==> config.mk <==
export PLATFORM = sky130hd
export DESIGN_NAME = spi3w_reg_master
export DESIGN_NICKNAME = d
export VERILOG_FILES = /design/src/rtl/spi3w_pkg.sv /design/src/rtl/spi3w_timer.sv /design/src/rtl/spi3w_seq.sv /design/src/rtl/spi3w_txshift.sv /design/src/rtl/spi3w_rxshift.sv /design/src/rtl/spi3w_reg_master.sv
export SDC_FILE = /design/constraint.sdc
export NUM_CORES = 1
export LEC_CHECK = 0
export BUFFER_PORTS_ARGS = -buffer_cell sky130_fd_sc_hd__buf_2
export CORE_MARGIN = 2
export CORE_UTILIZATION = 57
export CTS_BUF_LIST = sky130_fd_sc_hd__clkbuf_16
export CTS_CLUSTER_DIAMETER = 40
export DETAILED_ROUTE_END_ITERATION = 7
export HOLD_SLACK_MARGIN = 0.05
export PLACE_DENSITY = 0.78
export SYNTH_ARGS = -nofsm -noshare
export SYNTH_HDL_FRONTEND = slang
export SYNTH_SLANG_ARGS = --single-unit
==> constraint.sdc <==
create_clock -name clk -period 2.5 [get_ports clk]
set_input_delay 0.5 -clock clk [delete_from_list [all_inputs] [get_ports clk]]
set_output_delay 0.5 -clock clk [all_outputs]
set_load 0.005 [all_outputs]
==> src/rtl/spi3w_pkg.sv <==
package spi3w_pkg;
   localparam int FRAME_W = 24;
   localparam int IDX_W   = 8;
   localparam int VAL_W   = 16;
   localparam int BIT_W   = $clog2(FRAME_W);
   localparam logic [7:0] PFX_INDEX = 8'h70;
   localparam logic [7:0] PFX_WRITE = 8'h72;
   localparam logic [7:0] PFX_READ  = 8'h73;

   typedef enum logic [2:0] {
      ST_IDLE, ST_LEAD, ST_LOW, ST_HIGH, ST_TAIL, ST_GAP
   } seq_state_t;
endpackage

==> src/rtl/spi3w_timer.sv <==
module spi3w_timer #(
   parameter int CNT_W = 4
) (
   input  logic             clk,
   input  logic             rst_n,
   input  logic             load,
   input  logic [CNT_W-1:0] load_val,
   output logic             expired
);
   logic [CNT_W-1:0] cnt_q;

   always_ff @(posedge clk or negedge rst_n) begin
      if (!rst_n)             cnt_q <= '0;
      else if (load)          cnt_q <= load_val;
      else if (cnt_q != '0)   cnt_q <= cnt_q - 1'b1;
   end

   assign expired = (cnt_q == '0);
endmodule

==> src/rtl/spi3w_seq.sv <==
module spi3w_seq
   import spi3w_pkg::*;
#(
   parameter int HALF_CYC  = 4,
   parameter int GUARD_CYC = 8,
   parameter int CNT_W     = 4
) (
   input  logic             clk,
   input  logic             rst_n,
   input  logic             cmd_valid,
   input  logic             tmr_expired,
   output logic             tmr_load,
   output logic [CNT_W-1:0] tmr_val,
   output seq_state_t       state,
   output logic             accept,
   output logic             drive_first,
   output logic             shift,
   output logic             sample,
   output logic             park,
   output logic             load_second,
   output logic             finish,
   output logic             done
);
   localparam logic [CNT_W-1:0] HALF_LD  = CNT_W'(HALF_CYC - 1);
   localparam logic [CNT_W-1:0] GUARD_LD = CNT_W'(GUARD_CYC - 1);
   localparam logic [BIT_W-1:0] LAST_BIT = BIT_W'(FRAME_W - 1);

   seq_state_t       st_q, st_d;
   logic [BIT_W-1:0] bit_q;
   logic             second_q;
   logic             done_q;

   always_comb begin
      st_d        = st_q;
      tmr_load    = 1'b0;
      tmr_val     = '0;
      accept      = 1'b0;
      drive_first = 1'b0;
      shift       = 1'b0;
      sample      = 1'b0;
      park        = 1'b0;
      load_second = 1'b0;
      finish      = 1'b0;
      case (st_q)
         ST_IDLE: if (cmd_valid) begin
            accept = 1'b1; st_d = ST_LEAD; tmr_load = 1'b1; tmr_val = GUARD_LD;
         end
         ST_LEAD: if (tmr_expired) begin
            drive_first = 1'b1; st_d = ST_LOW; tmr_load = 1'b1; tmr_val = HALF_LD;
         end
         ST_LOW: if (tmr_expired) begin
            sample = 1'b1; st_d = ST_HIGH; tmr_load = 1'b1; tmr_val = HALF_LD;
         end
         ST_HIGH: if (tmr_expired) begin
            tmr_load = 1'b1;
            if (bit_q == LAST_BIT) begin
               st_d = ST_TAIL; tmr_val = GUARD_LD;
            end else begin
               shift = 1'b1; st_d = ST_LOW; tmr_val = HALF_LD;
            end
         end
         ST_TAIL: if (tmr_expired) begin
            park = 1'b1; st_d = ST_GAP; tmr_load = 1'b1; tmr_val = GUARD_LD;
         end
         ST_GAP: if (tmr_expired) begin
            if (second_q) begin
               finish = 1'b1; st_d = ST_IDLE;
            end else begin
               load_second = 1'b1; st_d = ST_LEAD;
               tmr_load = 1'b1; tmr_val = GUARD_LD;
            end
         end
         default: st_d = ST_IDLE;
      endcase
   end

   always_ff @(posedge clk or negedge rst_n) begin
      if (!rst_n) begin
         st_q     <= ST_IDLE;
         bit_q    <= '0;
         second_q <= 1'b0;
         done_q   <= 1'b0;
      end else begin
         st_q   <= st_d;
         done_q <= finish;
         if (drive_first)      bit_q <= '0;
         else if (shift)       bit_q <= bit_q + 1'b1;
         if (accept)           second_q <= 1'b0;
         else if (load_second) second_q <= 1'b1;
      end
   end

   assign state = st_q;
   assign done  = done_q;
endmodule

==> src/rtl/spi3w_txshift.sv <==
module spi3w_txshift
   import spi3w_pkg::*;
(
   input  logic               clk,
   input  logic               rst_n,
   input  logic               load_first,
   input  logic [FRAME_W-1:0] first_word,
   input  logic [FRAME_W-1:0] second_word,
   input  logic               load_second,
   input  logic               drive_first,
   input  logic               shift,
   input  logic               park,
   output logic               mosi
);
   logic [FRAME_W-1:0] sh_q, hold_q;
   logic               mosi_q;

   always_ff @(posedge clk or negedge rst_n) begin
      if (!rst_n) begin
         sh_q   <= '0;
         hold_q <= '0;
         mosi_q <= 1'b1;
      end else begin
         if (load_first) begin
            sh_q   <= first_word;
            hold_q <= second_word;
         end else if (load_second) begin
            sh_q <= hold_q;
         end else if (shift) begin
            sh_q <= {sh_q[FRAME_W-2:0], 1'b0};
         end
         if (drive_first)  mosi_q <= sh_q[FRAME_W-1];
         else if (shift)   mosi_q <= sh_q[FRAME_W-2];
         else if (park)    mosi_q <= 1'b1;
      end
   end

   assign mosi = mosi_q;
endmodule

==> src/rtl/spi3w_rxshift.sv <==
module spi3w_rxshift
   import spi3w_pkg::*;
#(
   parameter bit HAS_MISO = 1'b1
) (
   input  logic             clk,
   input  logic             rst_n,
   input  logic             accept,
   input  logic             cmd_rd,
   input  logic             sample,
   input  logic             miso,
   input  logic             finish,
   output logic [VAL_W-1:0] rdata
);
   generate
      if (HAS_MISO) begin : g_rx
         logic [VAL_W-1:0] cap_q, out_q;
         logic             rd_q;
         always_ff @(posedge clk or negedge rst_n) begin
            if (!rst_n) begin
               cap_q <= '0;
               out_q <= '0;
               rd_q  <= 1'b0;
            end else begin
               if (accept) begin
                  rd_q  <= cmd_rd;
                  cap_q <= '0;
               end else if (sample) begin
                  cap_q <= {cap_q[VAL_W-2:0], miso};
               end
               if (finish) out_q <= rd_q ? cap_q : '0;
            end
         end
         assign rdata = out_q;
      end else begin : g_norx
         logic unused_rx;
         assign unused_rx = ^{clk, rst_n, accept, cmd_rd, sample, miso, finish};
         assign rdata = '0;
      end
   endgenerate
endmodule

==> src/rtl/spi3w_reg_master.sv <==
module spi3w_reg_master
   import spi3w_pkg::*;
#(
   parameter int HALF_CYC  = 4,
   parameter int GUARD_CYC = 8,
   parameter bit HAS_MISO  = 1'b1
) (
   input  logic        clk,
   input  logic        rst_n,
   input  logic        cmd_valid,
   output logic        cmd_ready,
   input  logic        cmd_rd,
   input  logic [7:0]  cmd_idx,
   input  logic [15:0] cmd_wdata,
   output logic        done,
   output logic [15:0] rdata,
   output logic        spi_cs_n,
   output logic        spi_sck,
   output logic        spi_mosi,
   input  logic        spi_miso
);
   localparam int CNT_W = $clog2(GUARD_CYC + 1);

   initial begin
      if (HALF_CYC < 1)             $error("HALF_CYC must be at least 1");
      if (GUARD_CYC < 2 * HALF_CYC) $error("GUARD_CYC must be at least 2*HALF_CYC");
   end

   seq_state_t       state;
   logic             tmr_load, tmr_expired;
   logic [CNT_W-1:0] tmr_val;
   logic             accept, drive_first, shift, sample, park, load_second, finish;
   logic [FRAME_W-1:0] first_word, second_word;

   assign first_word  = {PFX_INDEX, 8'h00, cmd_idx};
   assign second_word = cmd_rd ? {PFX_READ, 16'h0000} : {PFX_WRITE, cmd_wdata};

   spi3w_timer #(.CNT_W(CNT_W)) u_timer (
      .clk(clk), .rst_n(rst_n), .load(tmr_load), .load_val(tmr_val),
      .expired(tmr_expired)
   );

   spi3w_seq #(.HALF_CYC(HALF_CYC), .GUARD_CYC(GUARD_CYC), .CNT_W(CNT_W)) u_seq (
      .clk(clk), .rst_n(rst_n), .cmd_valid(cmd_valid), .tmr_expired(tmr_expired),
      .tmr_load(tmr_load), .tmr_val(tmr_val), .state(state), .accept(accept),
      .drive_first(drive_first), .shift(shift), .sample(sample), .park(park),
      .load_second(load_second), .finish(finish), .done(done)
   );

   spi3w_txshift u_tx (
      .clk(clk), .rst_n(rst_n), .load_first(accept), .first_word(first_word),
      .second_word(second_word), .load_second(load_second),
      .drive_first(drive_first), .shift(shift), .park(park), .mosi(spi_mosi)
   );

   spi3w_rxshift #(.HAS_MISO(HAS_MISO)) u_rx (
      .clk(clk), .rst_n(rst_n), .accept(accept), .cmd_rd(cmd_rd),
      .sample(sample), .miso(spi_miso), .finish(finish), .rdata(rdata)
   );

   assign cmd_ready = (state == ST_IDLE);
   assign spi_sck   = (state != ST_LOW);
   assign spi_cs_n  = (state == ST_IDLE) || (state == ST_GAP);
endmodule

# Yosys cells after proc, flatten, opt, wreduce, memory -nomap -nowiden
# Index checks and enable logic that the tools add are counted.
# word_totals
output_inout_bits	21
in_bits	29
word_cells	88
register_bits	96
# op_classes
reduce_logical	13
eq_ne	13
muxes	49
add_sub_neg	2
# ops
operator	count
two-way mux 24 bit	3
two-way mux 16 bit	3
two-way mux 3 bit	11
two-way mux 1 bit	21
case mux 4 bit (5 select lines)	1
case mux 3 bit (6 select lines)	1
two-way mux 17 bit	1
two-way mux 4 bit	4
inequality test 2 bit (second input constant)	6
two-way mux 5 bit	2
nonzero test 2 bit	4
equality test 3 x 2 -> 1 bit (second input constant)	2
equality test 3 bit (second input constant)	2
AND reduction 6 bit	1
nonzero test 3 bit	2
adder 5 x 1 -> 5 bit (second input constant)	1
equality test 5 bit (second input constant)	1
zero test 4 bit	1
nonzero test 4 bit	1
OR reduction 4 bit	1
subtractor 4 x 1 -> 4 bit (second input constant)	1
equality test 3 x 1 -> 1 bit (second input constant)	1
zero test 3 bit	1
inequality test 3 x 2 -> 1 bit (second input constant)	1
4 further kinds	4

# Longest topological paths before layout
# logic_depth
depth_word	7
depth_mapped	9
ltp_nobuf	6

# Cells and area by module
# From an unflattened synthesis, not the netlist that was laid out.
# hier_totals
hier_cells	443
hier_area_um2	4744.6
# modules_own_cells
module	n_inst	cells_each	seq_area_each_um2	area_per_inst_um2
spi3w_txshift	1	191	1227.4	2288.4
spi3w_rxshift	1	123	825.8	1342.5
spi3w_seq	1	83	250.2	703.2
spi3w_timer	1	22	100.1	234.0
spi3w_reg_master	1	24	0.0	176.4

# Worst setup path before layout
# No wires, ideal clock.
# synth_timing
path_kind	flip-flop to flip-flop
from	register u_timer.cnt_q[0]
to	register u_tx.sh_q[15]
n_path_buf	3
synth_period_minus_slack_ns	1.922
stages_incl_launch_ff	10
setup_ns	0.124
t_arrival_ns	1.798
setup_slack_ns	0.578
required_ns	2.376
cell_sequence	dfrtp_1 > inv_1 > ha_1 > nand4bb_1 > buf_2 > or3_1 > buf_2 > buf_1 > nand4_1 > nand3_1
# synth_between
elab_chain_cells	5
elab_cells_between_ends	8
cone_classes	mux (6); reduce/logical (2)
# synth_rtl
element	line_no	text
start: declaration	spi3w_timer.sv:10	logic [CNT_W-1:0] cnt_q;
start signal: assignment	spi3w_timer.sv:14	else if (load) cnt_q <= load_val;
start signal: assignment	spi3w_timer.sv:15	else if (cnt_q != '0) cnt_q <= cnt_q - 1'b1;
zero test 4 bit *	spi3w_timer.sv:18	assign expired = (cnt_q == '0);
two-way mux 1 bit	spi3w_seq.sv:65	ST_GAP: if (tmr_expired) begin
two-way mux 1 bit	spi3w_seq.sv:44	case (st_q)
two-way mux 24 bit	spi3w_txshift.sv:27	end else if (load_second) begin
two-way mux 24 bit	spi3w_txshift.sv:24	if (load_first) begin
end signal: assignment	spi3w_txshift.sv:25	sh_q <= first_word;
end signal: assignment	spi3w_txshift.sv:28	sh_q <= hold_q;
end signal: assignment	spi3w_txshift.sv:30	sh_q <= {sh_q[FRAME_W-2:0], 1'b0};
end: declaration	spi3w_txshift.sv:15	logic [FRAME_W-1:0] sh_q, hold_q;
# Every way passes the cells marked *; elsewhere a longest branch is shown, timed or not.
# A chain may end at the register's enable or synchronous reset.

# Worst setup path in the final report
# layout_timing
from	register u_timer.cnt_q[0]
to	register u_tx.sh_q[20]
# The elaborated chain is that of the path after synthesis.

==> out/qor.yml <==
layout:
  num_antenna_cells: 0
  drive_above_1_share_pct: 16.67
  n_fill_cell: 539
  syn2layout_area_growth_pct: 15.89
  stdcell_count: 560
  final_nets: 507
timing:
  worstMarginPinSlew_ps: 657.2
  timing.fmax_mhz: 441.2
  slew_headroom_pct: 56.19
  period_share_pct: 90.67
  hold_violations: 0
  rsz0062_at_grt: "false"
  setup_tns_ps: 0
  fin_crit_ps: 2267
  maxSlewViolCount: 0
  clock_skew_ps: 5.809
  setup_viol: 0
drt:
  drc_errors: 0
  ant_nets: 0
  via_per_inst: 5.830
  initialDrtViolationCount: 253
  drt-wirelength-per-cell_um: 14.38
  drt_wl_total_mm: 8.054
  route.vias.total: 3265
  drtPass1Iterations: 5
floorplanning:
  chipHeight_um: 87.43
  fp.dieW_um: 87.43
  dieArea_sq_mm: 0.007644
  initial_core_util_pct: 58.72
  fp-row-count: 30
  ios: 50
  core_area_sq_mm: 0.006756
logic_synthesis:
  ys_warn_count: 0
  syn_area_per_cell_sq_um: 9.121
  synthTopCellsByCount: "136 x nand2_1, 88 x dfrtp_1, 37 x nand3_1, 23 x clkbuf_1, 21 x o21ai_0"
  synth.distinct_cells: 42
  async_flop_share_pct: 100.0
  ys.flop_type: "dfrtp_1"
  yosysTopAreaCell: "dfrtp_1"
  syn_inst: 435
  syn-num-nets: 466
  ys_ff_latch: 89
  ys_top_cells_by_area: "dfrtp_1 56%, nand2_1 13%, nand3_1 4.7%"
  synth_edf_count: 0
  yosysTopAreaCellShare_pct: 55.50
  yosysSeqAreaShare_pct: 56.17
  post-synth-top-count-cell: "nand2_1"
  synth_area_sq_mm: 0.003968
worst_setup_path:
  critPathRequiredTime_ps: 2700
  path_buf_inv: 1
  start_kind: "flop"
  critPathKind: "reg2reg"
  cp_cell_sequence: "inv_1 -> ha_1 -> nand4bb_1 -> or3_1 -> nor2_1 -> nor3_1"
  cp_slowest_cell: "or3_1"
  crit_family: "simple AND/OR/NAND/NOR gates"
  startpoint: "u_timer.cnt_q[0]"
  r2r_slack_ps: 230
  max_stage_delay_ps: 700
  arrival_ps: 2460
  end_kind: "flop"
  path_depth: 6
  r2r_end: "u_tx.sh_q[20]"
  rr_startpoint: "u_timer.cnt_q[0]"
  worst-path-max-fanout: 19
  reg2regPathDepth: 6
  crit_end: "u_tx.sh_q[20]"
power:
  p_sw_mw: 1.456
  power.leakage_nw: 2.262
  p_int_mw: 3.253
  p_sw_share_pct: 30.92
  pwr-share-seq_pct: 49.0
  clockPowerShare_pct: 28.8
  p_per_area_mw_per_mm2: 1024
  p_total_mw: 4.709
  ir_drop_mv: 0.5566
  combPwrFrac_pct: 22.2
clock_tree:
  cts-root-buf: "clkbuf_16"
  path_clk_slew_ps: 60
  numCtsBuffers: 9
  cts_tree: "done"
  cts_resized: 0
  h-tree-depth: 3
  cts_setup_buffers: 0
  cts.sinks: 89
  clk_path_buf_depth: 2
  postCtsHoldBufs: 0
  clock_latency_ps: 330
placement:
  placed_cells: 545
  dpl.hpwl_mm: 5.317
  gp_congestion: 0.8207
  io_buffers: 49
grt:
  grt_max_degree: 53
  overflow: 0
  grt_pass1_vias: 3111
  antenna_found_initial: 0
  grt_use_total_pct: 23.64
  grt_pass1_wl_mm: 14.23
min_path:
  hp-class: "in2async"
run_status:
  status: "completed"
flow_run:
  drv_cap: 0
## power groups by stage
| stage | sequential [mW] | combinational, mW | clock (mW) |
|---|---|---|---|
| 6_report | 2.31 | 1.04 | 1.36 |
| 3_3_place_gp | 2.30 | 0.990 | 0 |
| 4_1_cts | 2.30 | 1.06 | 1.38 |
| 5_1_grt | 2.38 | 1.21 | 1.46 |
| 3_5_place_dp | 2.32 | 1.05 | 0 |
| 2_1_floorplan | 2.18 | 0.851 | 0 |
## final cells by class
type	count	area [sq um]	area share, %
sequential	89	2228	48.46
inverter	6	22.52	0.4898
tap	80	100.1	2.177
timing repair buffer	62	357.8	7.782
multi-input combinational	308	1589	34.56
clock inverter	6	75.07	1.633
clock buffer	9	225.2	4.898
## stage by stage
step | worst slack [ps] | util [%] | hold WS, ps | cell area [sq um]
global placement | 349.2 | 63.61 | 450.4 | 4298
detailed placement | 288.9 | 63.61 | 458.0 | 4298
floorplan | 577.8 | - | 204.4 | 3968
CTS | 237.7 | 68.06 | 171.9 | 4598
global route | 86.00 | 68.06 | 196.3 | 4598
finish | 233.3 | 68.06 | 154.0 | 4598
## worst min-delay path by stage
stage,from,endpoint,cells after the start,slack (ps)
floorplan,rst_n,u_rx.g_rx.cap_q[0],0,200
global placement,u_tx.hold_q[3],u_tx.hold_q[3],2,450
detailed placement,u_tx.hold_q[14],u_tx.hold_q[14],2,460
CTS,rst_n,u_tx.hold_q[8],1,170
global route,rst_n,u_tx.sh_q[0],1,200
finish,rst_n,u_seq.bit_q[3],1,150
## cells by family (layout without fill, tap and decap cells)
logic type,Yosys count,count (layout),synth area share (%)
AND/OR/NAND/NOR,252,252,30.84
flip-flops,89,89,56.17
AO/OA/AOI/OAI,50,50,7.632
buffers and inverters,38,83,3.784
XOR/XNOR,3,3,0.6624
adder cells (fa/ha/maj),2,2,0.6306
multiplexers,1,1,0.2838
## sequential cells by signal, summed over array words and instances, names as in the netlist
name             flops
u_tx.sh_q           24
u_tx.hold_q         18
u_rx.g_rx.cap_q     16
u_rx.rdata          16
u_seq.bit_q          5
u_timer.cnt_q        4
u_seq.state          3
u_seq.done           1
u_seq.second_q       1
u_tx.mosi            1
## layer usage
metal	routed length (um)	track usage (%)
met5	0	0
met3	327	3.602
met4	161	10.35
met1	3720	34.60
met2	3845	35.12
## layout by cell type (no fill, tap or decap), types with 2 or more instances in the layout
cell type	instances
nand2_1	136
dfrtp_1	88
buf_2	48
nand3_1	37
o21ai_0	21
nand3b_1	17
nand4_1	16
buf_4	13
nor2_1	9
a21oi_1	9
clkbuf_16	9
nor3_1	8
nor4_1	8
inv_1	7
a22oi_1	7
or3_1	4
nand2b_1	3
a31oi_1	3
a22o_1	3
clkinv_1	3
nor2b_1	2
o211ai_1	2
o31ai_1	2
xnor2_1	2
ha_1	2
bufinv_16	2
## worst register-to-register path: stages (launching register included)
cell       delay (ps)
dfrtp_1           370
inv_1              90
ha_1              260
nand4bb_1         240
or3_1             700
nor2_1            360
nor3_1            110
No activity file was read; power rests on OpenSTA's default activity.
